### src/rtl/iso_pkg.sv
package iso_pkg;
  function automatic int idx_w(input int n);
    return (n > 1) ? $clog2(n) : 1;
  endfunction
endpackage

### src/rtl/iso_in_slot.sv
module iso_in_slot #(
  parameter int LEN_W = 10
) (
  input  logic             clk,
  input  logic             rst_n,
  input  logic             frame,
  input  logic             val_hit,
  input  logic [LEN_W-1:0] val_len,
  input  logic             sent_hit,
  output logic             arm,
  output logic [LEN_W-1:0] len,
  output logic             pending
);
  logic             pend_q, pend_d;
  logic [LEN_W-1:0] vlen_q, vlen_d;
  logic             arm_q, arm_d;
  logic [LEN_W-1:0] tlen_q, tlen_d;
  logic             en;

  assign en = frame | val_hit | sent_hit;

  always_comb begin
    pend_d = frame ? val_hit : (pend_q | val_hit);
    vlen_d = val_hit ? val_len : vlen_q;
    arm_d  = arm_q;
    tlen_d = tlen_q;
    if (frame) begin
      arm_d  = pend_q;
      tlen_d = pend_q ? vlen_q : '0;
    end else if (sent_hit) begin
      arm_d  = 1'b0;
      tlen_d = '0;
    end
  end

  always_ff @(posedge clk or negedge rst_n) begin
    if (!rst_n) begin
      pend_q <= 1'b0;
      vlen_q <= '0;
      arm_q  <= 1'b0;
      tlen_q <= '0;
    end else if (en) begin
      pend_q <= pend_d;
      vlen_q <= vlen_d;
      arm_q  <= arm_d;
      tlen_q <= tlen_d;
    end
  end

  assign arm     = arm_q;
  assign len     = tlen_q;
  assign pending = pend_q;

  assert_arm_follows_pending_R2: assert property (@(posedge clk) disable iff (!rst_n)
    frame |=> (arm == $past(pend_q)));
  assert_empty_when_unarmed_R3: assert property (@(posedge clk) disable iff (!rst_n)
    !arm |-> (len == '0));
  assert_frame_consumes_R4: assert property (@(posedge clk) disable iff (!rst_n)
    (frame && !val_hit) |=> !pending);
  assert_defer_to_next_R5: assert property (@(posedge clk) disable iff (!rst_n)
    (frame && val_hit) |=> pending);
  assert_sent_clears_R6: assert property (@(posedge clk) disable iff (!rst_n)
    (sent_hit && !frame) |=> !arm);
endmodule

### src/rtl/iso_out_slot.sv
module iso_out_slot #(
  parameter int LEN_W = 10
) (
  input  logic             clk,
  input  logic             rst_n,
  input  logic             frame,
  input  logic             rx_hit,
  input  logic [LEN_W-1:0] rx_len,
  input  logic             clr_hit,
  output logic             full,
  output logic [LEN_W-1:0] len,
  output logic             ovr,
  output logic             drop
);
  logic             full_q, full_d;
  logic [LEN_W-1:0] len_q, len_d;
  logic             ovr_q, ovr_d;
  logic             drop_q, drop_d;
  logic             en;

  assign en = frame | rx_hit | clr_hit;

  always_comb begin
    if (rx_hit) begin
      full_d = 1'b1;
      len_d  = rx_len;
    end else if (clr_hit || frame) begin
      full_d = 1'b0;
      len_d  = '0;
    end else begin
      full_d = full_q;
      len_d  = len_q;
    end
    ovr_d  = ovr_q  | (rx_hit & full_q & ~clr_hit & ~frame);
    drop_d = drop_q | (frame & full_q & ~clr_hit);
  end

  always_ff @(posedge clk or negedge rst_n) begin
    if (!rst_n) begin
      full_q <= 1'b0;
      len_q  <= '0;
      ovr_q  <= 1'b0;
      drop_q <= 1'b0;
    end else if (en) begin
      full_q <= full_d;
      len_q  <= len_d;
      ovr_q  <= ovr_d;
      drop_q <= drop_d;
    end
  end

  assign full = full_q;
  assign len  = len_q;
  assign ovr  = ovr_q;
  assign drop = drop_q;

  assert_rx_always_lands_R7: assert property (@(posedge clk) disable iff (!rst_n)
    rx_hit |=> full);
  assert_overwrite_flags_R7: assert property (@(posedge clk) disable iff (!rst_n)
    (rx_hit && full && !clr_hit && !frame) |=> ovr);
  assert_clear_frees_R8: assert property (@(posedge clk) disable iff (!rst_n)
    (clr_hit && !rx_hit) |=> !full);
  assert_frame_drops_R9: assert property (@(posedge clk) disable iff (!rst_n)
    (frame && full && !clr_hit && !rx_hit) |=> (!full && drop));
  assert_ovr_sticky_R10: assert property (@(posedge clk) disable iff (!rst_n)
    ovr |=> ovr);
  assert_drop_sticky_R10: assert property (@(posedge clk) disable iff (!rst_n)
    drop |=> drop);
endmodule

### src/rtl/iso_frame_buf.sv
module iso_frame_buf
  import iso_pkg::*;
#(
  parameter int N_IN   = 2,
  parameter int N_OUT  = 2,
  parameter int LEN_W  = 10,
  localparam int IN_IW  = idx_w(N_IN),
  localparam int OUT_IW = idx_w(N_OUT)
) (
  input  logic                   clk,
  input  logic                   rst_n,
  input  logic                   frame_pulse,
  input  logic                   val_stb,
  input  logic [IN_IW-1:0]       val_ep,
  input  logic [LEN_W-1:0]       val_len,
  input  logic                   sent_stb,
  input  logic [IN_IW-1:0]       sent_ep,
  input  logic                   rx_stb,
  input  logic [OUT_IW-1:0]      rx_ep,
  input  logic [LEN_W-1:0]       rx_len,
  input  logic                   clr_stb,
  input  logic [OUT_IW-1:0]      clr_ep,
  output logic [N_IN-1:0]        tx_arm,
  output logic [N_IN*LEN_W-1:0]  tx_len,
  output logic [N_IN-1:0]        in_pending,
  output logic [N_OUT-1:0]       out_full,
  output logic [N_OUT*LEN_W-1:0] out_len,
  output logic [N_OUT-1:0]       out_ovr,
  output logic [N_OUT-1:0]       out_drop
);
  logic rst_meta, rst_sync;

  always_ff @(posedge clk or negedge rst_n) begin
    if (!rst_n) begin
      rst_meta <= 1'b0;
      rst_sync <= 1'b0;
    end else begin
      rst_meta <= 1'b1;
      rst_sync <= rst_meta;
    end
  end

  for (genvar gi = 0; gi < N_IN; gi++) begin : g_in
    logic vhit, shit;
    assign vhit = val_stb  && (val_ep  == IN_IW'(gi));
    assign shit = sent_stb && (sent_ep == IN_IW'(gi));
    iso_in_slot #(.LEN_W(LEN_W)) u_slot (
      .clk      (clk),
      .rst_n    (rst_sync),
      .frame    (frame_pulse),
      .val_hit  (vhit),
      .val_len  (val_len),
      .sent_hit (shit),
      .arm      (tx_arm[gi]),
      .len      (tx_len[gi*LEN_W +: LEN_W]),
      .pending  (in_pending[gi])
    );
  end

  for (genvar go = 0; go < N_OUT; go++) begin : g_out
    logic rhit, chit;
    assign rhit = rx_stb  && (rx_ep  == OUT_IW'(go));
    assign chit = clr_stb && (clr_ep == OUT_IW'(go));
    iso_out_slot #(.LEN_W(LEN_W)) u_slot (
      .clk     (clk),
      .rst_n   (rst_sync),
      .frame   (frame_pulse),
      .rx_hit  (rhit),
      .rx_len  (rx_len),
      .clr_hit (chit),
      .full    (out_full[go]),
      .len     (out_len[go*LEN_W +: LEN_W]),
      .ovr     (out_ovr[go]),
      .drop    (out_drop[go])
    );
  end

  assert_idle_after_release_R1: assert property (@(posedge clk)
    ($rose(rst_sync)) |-> (tx_arm == '0 && out_full == '0 && out_ovr == '0 && out_drop == '0));
endmodule

### config.mk
export PLATFORM = sky130hd
export DESIGN_NAME = iso_frame_buf
export DESIGN_NICKNAME = d
export VERILOG_FILES = /design/src/rtl/iso_pkg.sv /design/src/rtl/iso_in_slot.sv /design/src/rtl/iso_out_slot.sv /design/src/rtl/iso_frame_buf.sv
export SDC_FILE = /design/constraint.sdc
export NUM_CORES = 1
export LEC_CHECK = 0
export BUFFER_PORTS_ARGS = -buffer_cell sky130_fd_sc_hd__buf_2
export CORE_MARGIN = 4
export CORE_UTILIZATION = 55
export CTS_BUF_LIST = sky130_fd_sc_hd__clkbuf_4 sky130_fd_sc_hd__clkbuf_8
export DETAILED_ROUTE_END_ITERATION = 8
export HOLD_SLACK_MARGIN = 0.08
export PLACE_DENSITY = 0.84
export RECOVER_POWER = 25
export SKIP_CTS_REPAIR_TIMING = 1
export SLEW_MARGIN = 20
export SYNTH_ARGS = -nofsm -noshare
export SYNTH_HDL_FRONTEND = slang
export SYNTH_SLANG_ARGS = --single-unit
### constraint.sdc
create_clock -name clk -period 3.4 [get_ports clk]
set_input_delay 0 -clock clk [delete_from_list [all_inputs] [get_ports clk]]
set_output_delay 0 -clock clk [all_outputs]
set_load 0.01 [all_outputs]
Word level (Yosys, flattened, before mapping). Index checks and enable logic that the tools add are counted.

Register bits: 72. Input bits: 31. Output and inout bits: 50. Logic and storage cells: 89.

Mux-type cells: 20. Bitwise operators: 31. Reductions and logical operators: 20.

Operators by type and width (count): $mux W10 (10); $or A1 B1 Y1 (14); $reduce_and A2 Y1 (6); $and A1 B1 Y1 (10); $mux W1 (10); $logic_and A1 B1 Y1 (8); $reduce_bool A2 Y1 (4); $not A1 Y1 (7); $logic_or A1 B1 Y1 (2).

Depth between registers and ports, before layout.
Depth in word-level cells: 6. Depth in mapped cells: 4. Gate-level depth less buffers: 2.

Cells and area by module. From an unflattened synthesis, not the netlist that was laid out.

Cell total of the unflattened synthesis: 195. Area, all modules: 2839.0 um2.

By module, submodules not included: iso_in_slot (instances 2, cells each 50, area each 814.5 um2); iso_out_slot (instances 2, cells each 42, area each 553.0 um2); iso_frame_buf (instances 1, cells each 11, area each 103.8 um2).

Worst setup path after synthesis. Ideal clock, no wire load.

Path type: reg2reg. Start point: register g_in[1].u_slot.pend_q. End point: register g_in[1].u_slot.tlen_q[1]. Library setup time: 0.121 ns. Arrival time: 0.846 ns. Data required time: 3.279 ns. Setup slack: 2.433 ns. Cell stages (with the launch flop): 4. Path buffers: 1. Clock period less this slack: 0.967 ns. Cells stage by stage: dfrtp_1 -> and2_1 -> buf_2 -> a22o_1.

Longest elaborated chain between the ends: 2.

Ends and longest elaborated chain: start: declaration (line iso_in_slot.sv:14) `logic pend_q, pend_d;`; start signal: assignment (line iso_in_slot.sv:43) `pend_q <= pend_d;`; $mux W10 (line iso_in_slot.sv:29) `tlen_d = pend_q ? vlen_q : '0;`; $mux W10 (line iso_in_slot.sv:27) `if (frame) begin`; end signal: assignment (line iso_in_slot.sv:46) `tlen_q <= tlen_d;`; end: declaration (line iso_in_slot.sv:17) `logic [LEN_W-1:0] tlen_q, tlen_d;`.

Every way passes these cells. A chain may end at the register's enable or synchronous reset.

Worst setup path in the final report.
Start point: input frame_pulse. End point: register g_in[1].u_slot.tlen_q[1].

Longest elaborated chain between the ends: 3. Elaborated cells between the ends (all ways): 5. Those cells by class: 1 x mux; 2 x bitwise; 2 x reduce/logical.

Ends and longest elaborated chain: start: declaration (line iso_frame_buf.sv:12) `input logic frame_pulse,`; $or A1 B1 Y1 (2 in series) (line iso_in_slot.sv:20) `assign en = frame | val_hit | sent_hit;`; $reduce_and A2 Y1 (no source line).

Several ways; a longest one is shown, not always the timed one.

==> results.txt <==
outcome -> finished, violations left
failing checks -> max-capacitance violations, max-slew violations
Place WS -> 1.86 ns
Final Util -> 71.1%
DRT iter0 DRCs -> 98
achievable frequency -> 0.479 GHz
Antenna Nets Post-Route -> 0
pwr/cell area -> 497 nW/um^2
crit share post-route -> 61.4%
GP Congestion -> 0.793
num rows -> 26
Syn Std Cell Area -> 3010 sq um
Leak Pwr -> 0.00175 uW
net count after synthesis -> 258
startpoint types -> input pin
setup TNS -> 0 ns
synth unique cells -> 26
multiplexer share of the synthesized area -> 7.49%
R2R Path Start -> rst_sync$_DFF_PN0_
Reg2Reg Depth -> 1
overall routing resource usage -> 19.8%
wire per inst -> 16.6 um
die area -> 6710 sq um
CP Max Fanout -> 41
DR pass1 iterations -> 4
XOR/XNOR share of the synthesized area -> 0%
Finished Layout Cells -> 392
Min-Delay Path Class -> input pin to flop
Mean Syn Cell Area -> 13.2 sq um
Port Buf Inserts -> 80
DR vias/cell -> 5.36
synthesis-to-finish area growth -> 23.1%
Final min period -> 2.09 ns
Synth Area in Compound Gates -> 17.4%
vias -> 2102
Max Cap Viol -> 1
Worst Skew -> 0.0100 ns
final max-slew violation count -> 42
flops & latches, synth -> 72
Simple-Gate Fraction of Synth Area -> 6.58%
Pwr Total -> 1840 uW
io pins -> 81
flop-to-flop setup slack -> 2.10 ns
Reg clk slew, reported paths -> 0.07 ns
final setup fails -> 0
Req. time, crit path -> 3.63 ns
kind of critical path -> input pin to flop
fraction of layout cells with a size suffix above 1 -> 25.2%
RSZ-0062 raised after global routing -> no
vias in the first global route -> 2006
antenna violations before repair -> 0
clock tree sinks -> 72
CP Capture Type -> flop
CP arrival -> 2.32 ns
Core Region -> 5200 sq um
detailed-placement wirelength estimate -> 4260 um
Seq/Total Area, Yosys -> 60.0%
worst vdd ir -> 0.313 mV
first-pass GRT wire length -> 9800 um
Worst setup startpoint -> frame_pulse
YS warnings -> 0
worst slew pin tran -> 1.90 ns
clock root buffer -> clkbuf_8
Post-Place Cells -> 353
Die X -> 81.9 um
diodes inserted -> 0
chip height -> 81.9 um
area share of fa/ha/maj cells after synthesis -> 0%
CP Capture Point -> g_in[1].u_slot.len[1]$_DFFE_PN0P_
residual DRC count -> 0
Final Net Count -> 348
H-Tree Depth -> 3
worst skew pair latency -> 0.34 ns
CTS tree -> yes
main combinational cell family by area after synthesis -> compound AO/OA/AOI/OAI gates
final setup margin -> 1.31 ns
total wire length -> 6500 um
Num CTS Buffers -> 9
synthesized instance count -> 227
Bufs on Longest Clock Path -> 2
GR Overflow Total -> 0
largest net degree at the start of global routing -> 44
end of the worst register-to-register path -> g_in[0].u_slot.vlen_q[0]$_DFFE_PN0P_
max_slew headroom -> -26.8%
final hold violation count -> 0
effective utilization at floorplan -> 57.7%
-- cell usage in the layout (no fill, tap or decap) --
cell and count:
buf_2 49, clkinvlp_4 2, a221oi_4 1, o21bai_1 1
nand3_1 10, clkbuf_4 2, dlygate4sd3_1 23, a31o_1 2
o21ai_1 1, nor2b_4 1, nand2_1 4, mux2_2 2
a21o_1 3, mux2_1 18, buf_4 1, a22o_1 20
dfrtp_1 71, dfrtp_2 1, o31ai_1 12, clkbuf_8 9
o41ai_2 10, o21ai_0 1, clkbuf_1 31, clkinv_4 1
inv_1 24, nand3b_1 10, a21oi_1 2, clkinv_2 2
conb_1 1, nor2b_1 3, and2_1 2, nand2b_1 2
-- Yosys cell counts --
cell type,instances,area share (%)
o21bai_1,1,0.25
nor2b_1,3,0.62
buf_6,2,0.75
a21oi_1,2,0.33
buf_1,1,0.12
dfrtp_1,72,60
a31o_1,2,0.58
buf_4,13,3.2
o31ai_1,12,3.0
buf_2,6,1.0
inv_1,24,3.0
nor2b_4,1,0.46
o41ai_2,10,5.4
clkbuf_1,3,0.37
conb_1,1,0.12
mux2_1,18,6.7
nand3b_1,10,2.5
a21o_1,3,0.75
a22o_1,20,5.8
a221oi_4,1,0.87
nand3_1,10,1.7
o21ai_1,2,0.33
nand2b_1,2,0.42
nand2_1,4,0.50
mux2_2,2,0.75
and2_1,2,0.42
-- flip-flops by register name, summed over array words and instances, names as in the netlist --
name and cells:
g_in.u_slot.arm 2, g_in.u_slot.len 20, g_in.u_slot.pending 2, g_in.u_slot.vlen_q 20
g_out.u_slot.drop 2, g_out.u_slot.full 2, g_out.u_slot.len 20, g_out.u_slot.ovr 2
rst_meta 1, rst_sync 1
-- critical path, stage by stage --
cell and delay [ns]:
clkbuf_1 1.34, a21oi_1 0.57, a22o_1 0.41
-- area by class of cell --
type	instances	area (sq um)
sequential	72	1800
fill	408	1500
multi-input combinational	106	948
timing repair buffer	104	599
clock buffer	11	139
inverter	24	90.1
tap	70	87.6
clock inverter	5	33.8
-- power by group --
| group | leakage [uW] | total, uW | internal, uW | switching (uW) |
|---|---|---|---|---|
| clock network | 0.0000861 | 589 | 280 | 310 |
| registers | 0.000900 | 999 | 940 | 59.0 |
| logic | 0.000761 | 253 | 119 | 134 |
| total | 0.00175 | 1840 | 1340 | 502 |
-- metrics by stage --
step	cell area [sq um]	hold WS [ns]
floorplan	3010	-0.296
global placement	3340	-0.214
detailed placement	3340	-0.211
CTS	3510	-0.579
global route	3700	0.0913
finish	3700	0.0628
-- layer usage --
metal	share of wire (%)	GRT usage, %	routed length [um]
met1	44	27.2	2840
met2	50	29.8	3230
met3	4.2	4.39	274
met4	2.4	9.97	154
met5	0	0	0
-- worst min path at each step --
stage                     startpoint                               end  slack (ns)  depth (start not counted)
after global routing          clr_ep  g_out[1].u_slot.drop$_DFFE_PN0P_        0.09                          3
final                         clr_ep  g_out[1].u_slot.drop$_DFFE_PN0P_        0.06                          3
after CTS                      rst_n                rst_sync$_DFF_PN0_       -0.58                          1
after global placement         rst_n                rst_meta$_DFF_PN0_       -0.21                          1
after detailed placement       rst_n                rst_meta$_DFF_PN0_       -0.21                          1
after floorplan                rst_n                rst_meta$_DFF_PN0_       -0.30                          0
-- kinds of logic after synthesis --
| group | Yosys count |
|---|---|
| and+or+nand+nor | 32 |
| DFF | 72 |
| buffers and inverters | 49 |
| AOI/OAI and AO/OA | 53 |
| muxes | 20 |
| other | 1 |
Note: power is estimated with default switching activity, not from simulation.
